===== src/rtl/rsm_pkg.sv =====
package rsm_pkg;
  typedef enum logic [2:0] {
    ST_ACTIVE = 3'd0,
    ST_DELAY  = 3'd1,
    ST_FETCH0 = 3'd2,
    ST_FETCH1 = 3'd3,
    ST_RUN    = 3'd4
  } rsm_state_e;

  // request vector bit positions; lower index has priority in the cause register
  localparam int SRC_N   = 4;
  localparam int SRC_EXT = 0;
  localparam int SRC_LVD = 1;
  localparam int SRC_WDG = 2;
  localparam int SRC_ILL = 3;
endpackage


===== src/rtl/rsm_pin_filter.sv =====
module rsm_pin_filter #(
  parameter int MIN_LOW     = 4,
  parameter int SYNC_STAGES = 2
) (
  input  logic clk,
  input  logic por_n,
  input  logic pin_i,
  output logic ext_req_o
);
  // a pulse held low for MIN_LOW edges is seen low by the synchronizer for MIN_LOW+SYNC_STAGES edges
  localparam int LIM = MIN_LOW + SYNC_STAGES;
  localparam int CW  = $clog2(LIM + 1);

  logic                   arst_n;
  logic [SYNC_STAGES-1:0] sync_q;
  logic                   seen_low;
  logic [CW-1:0]          low_cnt_q, low_cnt_d;

  assign arst_n = por_n & pin_i;

  // low level clears the chain at once; release is shifted in on clock edges
  always_ff @(posedge clk or negedge arst_n) begin
    if (!arst_n) sync_q <= '0;
    else         sync_q <= {sync_q[SYNC_STAGES-2:0], 1'b1};
  end

  assign seen_low = ~sync_q[SYNC_STAGES-1];

  always_comb begin
    low_cnt_d = low_cnt_q;
    if (!seen_low)                  low_cnt_d = '0;
    else if (low_cnt_q != CW'(LIM)) low_cnt_d = low_cnt_q + CW'(1);
  end

  always_ff @(posedge clk or negedge por_n) begin
    if (!por_n) low_cnt_q <= '0;
    else        low_cnt_q <= low_cnt_d;
  end

  assign ext_req_o = (low_cnt_q == CW'(LIM));

  AST_PAD_RELEASE_DROPS: assert property (@(posedge clk) disable iff (!por_n)
    !seen_low |=> !ext_req_o);
endmodule


===== src/rtl/rsm_delay_cnt.sv =====
module rsm_delay_cnt #(
  parameter int SHORT_CYC = 256,
  parameter int LONG_CYC  = 4096
) (
  input  logic clk,
  input  logic rst_n,
  input  logic clr_i,
  input  logic en_i,
  input  logic long_i,
  output logic done_o
);
  localparam int CW = $clog2(LONG_CYC);

  logic [CW-1:0] cnt_q, cnt_d, term;

  assign term   = long_i ? CW'(LONG_CYC - 1) : CW'(SHORT_CYC - 1);
  assign done_o = (cnt_q == term);

  always_comb begin
    cnt_d = cnt_q;
    if (clr_i)                cnt_d = '0;
    else if (en_i && !done_o) cnt_d = cnt_q + CW'(1);
  end

  always_ff @(posedge clk or negedge rst_n) begin
    if (!rst_n) cnt_q <= '0;
    else        cnt_q <= cnt_d;
  end

  AST_DELAY_RESTARTS: assert property (@(posedge clk) disable iff (!rst_n)
    clr_i |=> (cnt_q == '0));
endmodule


===== src/rtl/rsm_cause_reg.sv =====
module rsm_cause_reg #(
  parameter int N = 4
) (
  input  logic         clk,
  input  logic         rst_n,
  input  logic         cap_i,
  input  logic [N-1:0] req_i,
  input  logic         clr_i,
  output logic [N-1:0] cause_o
);
  logic [N-1:0] pick, cause_d;

  // isolate the lowest set request bit
  assign pick = req_i & (~req_i + N'(1));

  always_comb begin
    cause_d = cause_o;
    if (cap_i && (|req_i)) cause_d = pick;
    else if (clr_i)        cause_d = '0;
  end

  always_ff @(posedge clk or negedge rst_n) begin
    if (!rst_n) cause_o <= '0;
    else        cause_o <= cause_d;
  end

  AST_CAUSE_ONEHOT: assert property (@(posedge clk) disable iff (!rst_n)
    $onehot0(cause_o));
  AST_CLEAR_TAKES: assert property (@(posedge clk) disable iff (!rst_n)
    (clr_i && !cap_i) |=> (cause_o == '0));
endmodule


===== src/rtl/reset_seq_mgr.sv =====
module reset_seq_mgr #(
  parameter int              MIN_EXT_LOW = 4,
  parameter int              DLY_SHORT   = 256,
  parameter int              DLY_LONG    = 4096,
  parameter int              ADDR_W      = 16,
  parameter logic [ADDR_W-1:0] VEC_ADDR  = 16'hFFFE
) (
  input  logic              clk,
  input  logic              por_n,
  input  logic              rst_pin_i,
  input  logic              lvd_req_i,
  input  logic              wdg_req_i,
  input  logic              illop_req_i,
  input  logic              long_delay_i,
  input  logic              cause_clr_i,
  output logic              rst_pin_oe_o,
  output logic              cpu_rst_n_o,
  output logic              vec_fetch_o,
  output logic [ADDR_W-1:0] vec_addr_o,
  output logic [3:0]        cause_o
);
  import rsm_pkg::*;

  localparam logic [ADDR_W-1:0] VEC_ADDR_HI = VEC_ADDR + ADDR_W'(1);

  rsm_state_e       state_q, state_d;
  logic             ext_req, req_any, dly_done;
  logic [SRC_N-1:0] req_vec;

  rsm_pin_filter #(.MIN_LOW(MIN_EXT_LOW), .SYNC_STAGES(2)) u_pin (
    .clk       (clk),
    .por_n     (por_n),
    .pin_i     (rst_pin_i),
    .ext_req_o (ext_req)
  );

  always_comb begin
    req_vec          = '0;
    req_vec[SRC_EXT] = ext_req;
    req_vec[SRC_LVD] = lvd_req_i;
    req_vec[SRC_WDG] = wdg_req_i;
    req_vec[SRC_ILL] = illop_req_i;
  end
  assign req_any = |req_vec;

  rsm_delay_cnt #(.SHORT_CYC(DLY_SHORT), .LONG_CYC(DLY_LONG)) u_dly (
    .clk    (clk),
    .rst_n  (por_n),
    .clr_i  (state_q != ST_DELAY),
    .en_i   (state_q == ST_DELAY),
    .long_i (long_delay_i),
    .done_o (dly_done)
  );

  rsm_cause_reg #(.N(SRC_N)) u_cause (
    .clk     (clk),
    .rst_n   (por_n),
    .cap_i   (state_q != ST_ACTIVE),
    .req_i   (req_vec),
    .clr_i   (cause_clr_i),
    .cause_o (cause_o)
  );

  // next-state process
  always_comb begin
    state_d = state_q;
    if (req_any) begin
      state_d = ST_ACTIVE;
    end else begin
      case (state_q)
        ST_ACTIVE: state_d = ST_DELAY;
        ST_DELAY:  if (dly_done) state_d = ST_FETCH0;
        ST_FETCH0: state_d = ST_FETCH1;
        ST_FETCH1: state_d = ST_RUN;
        ST_RUN:    state_d = ST_RUN;
        default:   state_d = ST_ACTIVE;
      endcase
    end
  end

  // state register
  always_ff @(posedge clk or negedge por_n) begin
    if (!por_n) state_q <= ST_ACTIVE;
    else        state_q <= state_d;
  end

  // output decode
  always_comb begin
    rst_pin_oe_o = (state_q == ST_ACTIVE) || (state_q == ST_DELAY);
    cpu_rst_n_o  = !rst_pin_oe_o;
    vec_fetch_o  = (state_q == ST_FETCH0) || (state_q == ST_FETCH1);
    vec_addr_o   = '0;
    if (state_q == ST_FETCH0) vec_addr_o = VEC_ADDR;
    if (state_q == ST_FETCH1) vec_addr_o = VEC_ADDR_HI;
  end

  AST_REQ_FORCES_RESET: assert property (@(posedge clk) disable iff (!por_n)
    req_any |=> (rst_pin_oe_o && !cpu_rst_n_o));
  AST_FETCH_SECOND_BYTE: assert property (@(posedge clk) disable iff (!por_n)
    (vec_fetch_o && (vec_addr_o == VEC_ADDR) && !req_any) |=> (vec_fetch_o && (vec_addr_o == VEC_ADDR_HI)));
  AST_RELEASE_AT_FETCH: assert property (@(posedge clk) disable iff (!por_n)
    $rose(cpu_rst_n_o) |-> (vec_fetch_o && (vec_addr_o == VEC_ADDR)));
  AST_DELAY_TO_FETCH: assert property (@(posedge clk) disable iff (!por_n)
    ((state_q == ST_DELAY) && !req_any && !dly_done) |=> (state_q == ST_DELAY));
endmodule


===== config.mk =====
export PLATFORM = sky130hd
export DESIGN_NAME = reset_seq_mgr
export DESIGN_NICKNAME = d
export VERILOG_FILES = /design/src/rtl/rsm_pkg.sv /design/src/rtl/rsm_pin_filter.sv /design/src/rtl/rsm_delay_cnt.sv /design/src/rtl/rsm_cause_reg.sv /design/src/rtl/reset_seq_mgr.sv
export SDC_FILE = /design/constraint.sdc
export NUM_CORES = 1
export LEC_CHECK = 0
export BUFFER_PORTS_ARGS = -buffer_cell sky130_fd_sc_hd__buf_2
export CORE_MARGIN = 1.5
export CORE_UTILIZATION = 57
export CTS_CLUSTER_DIAMETER = 30
export DETAILED_ROUTE_END_ITERATION = 16
export HOLD_SLACK_MARGIN = 0.02
export PLACE_DENSITY_LB_ADDON = 0.15
export SLEW_MARGIN = 20
export SYNTH_ARGS = -nofsm -noshare
export SYNTH_HDL_FRONTEND = slang
export SYNTH_SLANG_ARGS = --single-unit

===== constraint.sdc =====
create_clock -name clk -period 2.3 [get_ports clk]
set_input_delay 0.46 -clock clk [delete_from_list [all_inputs] [get_ports clk]]
set_output_delay 0.46 -clock clk [all_outputs]
set_load 0.03 [all_outputs]

# --- Word-level counts from Yosys, hierarchy flattened ---
# Cells that the tools add are included.
totals:
  wordCells: 45
  register_bits: 24
classes:
  mux: 12
  n_eq_ne: 9
  n_addsub: 3
  n_reduce_logical: 13
  bitwise_logic: 3
ops:
  columns: ["cell", "n"]
  rows:
  - ["12-bit two-way mux", 3]
  - ["16-bit two-way mux", 2]
  - ["12-bit by 1-bit adder with 12-bit output (second input constant)", 1]
  - ["12-bit equality test", 1]
  - ["3-bit two-way mux", 4]
  - ["3-bit case mux with 4 select lines", 1]
  - ["4-bit two-way mux", 2]
  - ["3-bit by 2-bit equality test with 1-bit output (second input constant)", 2]
  - ["3-bit equality test (second input constant)", 2]
  - ["3-bit inequality test (second input constant)", 2]
  - ["2-bit nonzero test", 3]
  - ["4-bit by 1-bit adder with 4-bit output (second input constant)", 1]
  - ["4-bit AND", 1]
  - ["4-bit NOT", 1]
  - ["4-bit OR reduction", 1]
  - ["3-bit by 1-bit adder with 3-bit output (second input constant)", 1]
  - ["3-bit by 1-bit equality test with 1-bit output (second input constant)", 1]
  - ["3-bit zero test", 1]
  - ["3-bit by 1-bit inequality test with 1-bit output (second input constant)", 1]
  - ["3-bit nonzero test", 1]
  - ["1-bit logical AND", 2]
  - ["1-bit zero test", 2]
  - ["1-bit logical OR", 2]
  - ["2-bit OR reduction", 1]
  - ["1-bit AND", 1]

# --- Depth between registers and ports, before layout ---
depth:
  depth_word: 6
  mapped_depth: 6
  depth_no_buf: 6

# --- By module ---
# A second synthesis with hierarchy kept.
hier_totals:
  hier_cells: 164
  hier_area_um2: 1546.5
modules_own_cells:
  columns: ["module", "cells_each", "instances", "area_per_inst_um2", "seq_area_each_um2"]
  rows:
  - ["rsm_delay_cnt", 92, 1, 832.0, 300.3]
  - ["reset_seq_mgr", 34, 1, 287.8, 75.1]
  - ["rsm_pin_filter", 19, 1, 230.2, 125.1]
  - ["rsm_cause_reg", 19, 1, 196.4, 100.1]

# --- Least setup slack after synthesis ---
# Ideal clock, no wire load.
synth_timing:
  kind: "reg-to-output"
  start: "register state_q[1]"
  end: "output port vec_addr_o[0]"
  stages_incl_launch_ff: 3
  arrival_time_ps: 1848
  n_path_buf: 0
  required_ps: 1840
  slack_ps: -8
  cell_sequence: "dfrtp_1 -> nor2b_1 -> and2_1"
synth_via:
  elab_chain_len: 2
synth_rtl:
  columns: ["element", "line_no", "text"]
  rows:
  - ["start: declaration", "reset_seq_mgr.sv:26", "rsm_state_e state_q, state_d;"]
  - ["start signal: assignment", "reset_seq_mgr.sv:84", "else state_q <= state_d;"]
  - ["3-bit by 2-bit equality test with 1-bit output", "reset_seq_mgr.sv:94", "if (state_q == ST_FETCH1) vec_addr_o = VEC_ADDR_HI;"]
  - ["16-bit two-way mux", "reset_seq_mgr.sv:94", null]
  - ["end: declaration", "reset_seq_mgr.sv:19", "output logic [ADDR_W-1:0] vec_addr_o,"]
# No other way between the ends.

# --- Worst setup path in the final report ---
# Ends and elaborated chain as after synthesis.

==> metrics.csv <==
stage,metric,value,unit
clock_tree,CTS sink cnt,24,
layout,Final Non-Filler Cells,195,
power_and_ir_drop,NetSw,0.1822,mW
worst_setup_path,critical path data required time,1.84,ns
timing,final period utilization,0.8948,
logic_synthesis,synthesized area,1405,sq um
logic_synthesis,register area share after synthesis,0.4274,
timing,Worst Skew,0.01194,ns
timing,pins over their slew limit,0,
floorplan,top-level port count,31,
global_routing,largest net degree at the start of global routing,24,
logic_synthesis,Avg Synthesized Cell Area,9.305,sq um
logic_synthesis,YS warnings,0,
layout,area grow syn2layout,8.103,%
timing,Worst Max-Slew Pin Slew,0.5309,ns
power_and_ir_drop,Pwr Density,535.6,nW/um^2
clock_tree,TritonCTS Buffers,3,
layout,final core utilization,0.6674,
layout,diode count,0,
run_status,status,"complete, no violations",
worst_setup_path,"Arr. time, crit path",1.60,ns
timing,endpoints failing hold,0,
floorplan,die area,2772,sq um
worst_setup_path,CP Class,flip-flop to primary output,
logic_synthesis,Mapped Cells,151,
place,IO buf count,30,
logic_synthesis,"top cells by area, synth","dfrtp_1, buf_4, a21oi_1",
worst_setup_path,peak fanout along the critical path,17,
clock_tree,root buffer cell,clkbuf_4,
global_routing,first-pass GRT wire length,4733,um
clock_tree,TritonCTS clock tree,yes,
power_and_ir_drop,internal power,0.6313,mW
worst_setup_path,"Cell Chain, Critical Path",nor2b_2 > and2_1 > buf_2,
floorplan,Rows,17,
logic_synthesis,Yosys top cell by area,dfrtp_1,
hold_path,min-delay worst type,primary input to asynchronous set/reset pin,
timing,setup TNS,0,ns
logic_synthesis,share of the synthesized area in the top cell type,0.4274,
place,post-detail-place hpwl,1983,um
clock_tree,deepest clock path buffer count,2,
power_and_ir_drop,leakage,0.7120,nW
power_and_ir_drop,Clock power frac,0.380,
timing,Slew HR,0.6461,
job,Max Cap Violations,0,
power_and_ir_drop,Gate power share,0.077,
place,placer congestion estimate,0.8055,
global_routing,initial antenna violation count,0,
logic_synthesis,"EDFF count, synth",0,
route,vias per cell,6.015,
global_routing,vias in the first global route,1105,
route,Residual DRC,0,
worst_setup_path,CP Capture Type,primary output,
power_and_ir_drop,Sw Share,0.2240,
place,dpl cells,190,
logic_synthesis,Synth Register Bits,24,
worst_setup_path,Top delay family on crit path,simple AND/OR/NAND/NOR gates,
timing,Fmax,485.9,MHz
worst_setup_path,slowest CP cell,dfrtp_1,
clock_tree,post-cts resize count,0,
floorplan,Die H,52.65,um
floorplan,total core area,2276,sq um
power_and_ir_drop,Seq pwr share,0.543,
timing,RSZ-0062 raised after global routing,false,
global_routing,All-Layer GR Usage,0.2307,
logic_synthesis,Async SR Flop Fraction,1.000,
timing,final setup vio count,0,
route,Post-Route WL,2746,um
clock_tree,clk_lat worst skew,0.32,ns
logic_synthesis,top_reg_cell synth,dfrtp_1,
route,DRT Pass-1 Iters,4,
worst_setup_path,crit-path max cell delay,0.47,ns
worst_setup_path,worst path buffer plus inverter count,1,
timing,final worst path period need,2.058,ns
global_routing,"Remaining Overflow, GRT",0,
floorplan,Initial Utilization,0.6174,
floorplan,Die Wd,52.65,um
route,vias,1173,
layout,ratio of cells with drive above 1 in the final layout,0.2575,
route,Final ANT Viol Nets,0,
clock_tree,clock-pin slew on the worst setup and hold paths,0.14,ns
route,initial DRC count,18,
worst_setup_path,critical path launch point type,flip-flop,
logic_synthesis,post-synthesis cell type count,45,
route,Routed WL per cell,14.08,um
logic_synthesis,syn nets,162,
layout,final net count,179,
power_and_ir_drop,worst vdd ir,0.4370,mV
clock_tree,H-Tree Depth,1,
==> cell type report <==
cell class / count / area [sq um]
fill: 175 / 757.0
multi-input combinational: 105 / 659.4
sequential: 24 / 600.6
timing repair buffer: 31 / 160.2
tap: 28 / 35.03
clock inverter: 1 / 30.03
clock buffer: 3 / 22.52
inverter: 3 / 11.26
==> Yosys cell counts (4+ instances only) <==
master and n:
dfrtp_1 24, buf_4 17, a21oi_1 11, nand2_1 11, nand3_1 8, nor2_1 8
o21ai_0 8, nor3_1 6, nand4_1 4, o31ai_1 4
==> per-layer routing <==
metal	share of wire	global-route usage	vias to the layer above
li1	-	-	571
met1	0.44	0.2791	564
met2	0.50	0.4188	34
met3	0.041	0.02000	4
met4	0.014	0.08974	0
met5	0	0	-
==> power by group through the flow <==
stage | clock network, mW | registers [mW] | logic (mW)
floorplan | 0 | 0.453 | 0.0310
detailed placement | 0 | 0.450 | 0.0617
CTS | 0.311 | 0.442 | 0.0635
global placement | 0 | 0.449 | 0.0593
global route | 0.329 | 0.444 | 0.0722
finish | 0.309 | 0.442 | 0.0626
==> sequential cells by signal (all words and copies together), names as in the netlist <==
| name | flops |
|---|---|
| u_cause.cause_o | 4 |
| u_pin.low_cnt_q | 3 |
| u_pin.sync_q | 2 |
| state_q | 3 |
| u_dly.cnt_q | 12 |
==> cells by family (layout without fill, tap and decap cells) <==
| group | count (synthesis) | after routing | synth area share |
|---|---|---|---|
| AOI/OAI and AO/OA | 38 | 38 | 0.1817 |
| and+or+nand+nor | 62 | 62 | 0.2502 |
| adders and majority gates | 3 | 3 | 0.02672 |
| other | 1 | 1 | 0.002669 |
| DFF | 24 | 24 | 0.4274 |
| xor gates and xnor gates | 1 | 1 | 0.006234 |
| buffers and inverters | 22 | 38 | 0.1051 |
==> cell usage in the layout, fill, tap and decap left out, types with 3 or more instances in the layout <==
cell	synthesis	final
dfrtp_1	24	24
nor2_1	8	8
clkbuf_4	0	3
nor3_1	6	6
o31ai_1	4	4
o21ai_0	8	8
nand4_1	4	4
ha_1	3	3
nand3_1	8	8
or4_1	3	3
nand2b_1	3	3
inv_1	3	3
nand2_1	11	11
buf_2	1	30
or3_1	3	3
and2_1	3	3
a21oi_1	11	11
==> what timing repair did <==
| action | CTS | global route |
|---|---|---|
| hold endpoints to repair | 2 | 0 |
| hold buffers | 1 | 0 |
| setup buffers | 0 | 0 |
| endpoints found under the setup margin | 0 | 0 |
==> per-stage QoR <==
stage               hold WS (ns)  instance area [sq um]  total power, mW  setup slack, ns
floorplan                 0.1644                   1408           0.4845           0.3679
global placement          0.3431                   1456           0.5083           0.6362
detailed placement        0.3380                   1456           0.5117           0.5384
CTS                       0.1011                   1519           0.8169           0.2129
global route              0.1159                   1519           0.8443          0.02324
finish                   0.08465                   1519           0.8135           0.2419
==> path summary, 6_finish.rpt <==
| path | depth (start not counted) | slack (ns) | start | end |
|---|---|---|---|---|
| setup / recovery | 3 | 0.24 | state_q[1]$_DFFE_PN0P_ | vec_addr_o[0] |
| hold reg to reg | 0 | 0.37 | u_pin.sync_q[0]$_DFF_PN0_ | u_pin.sync_q[1]$_DFF_PN0_ |
| setup reg to reg | 4 | 0.48 | u_dly.cnt_q[8]$_DFFE_PN0P_ | u_dly.cnt_q[1]$_DFFE_PN0P_ |
| min in group clk | 2 | 0.35 | illop_req_i | state_q[2]$_DFFE_PN0P_ |
| hold / removal | 1 | 0.08 | por_n | u_dly.cnt_q[4]$_DFFE_PN0P_ |
| max in group asynchronous | 3 | 1.64 | rst_pin_i | u_pin.sync_q[0]$_DFF_PN0_ |
Note: power is estimated with default switching activity, not from simulation.
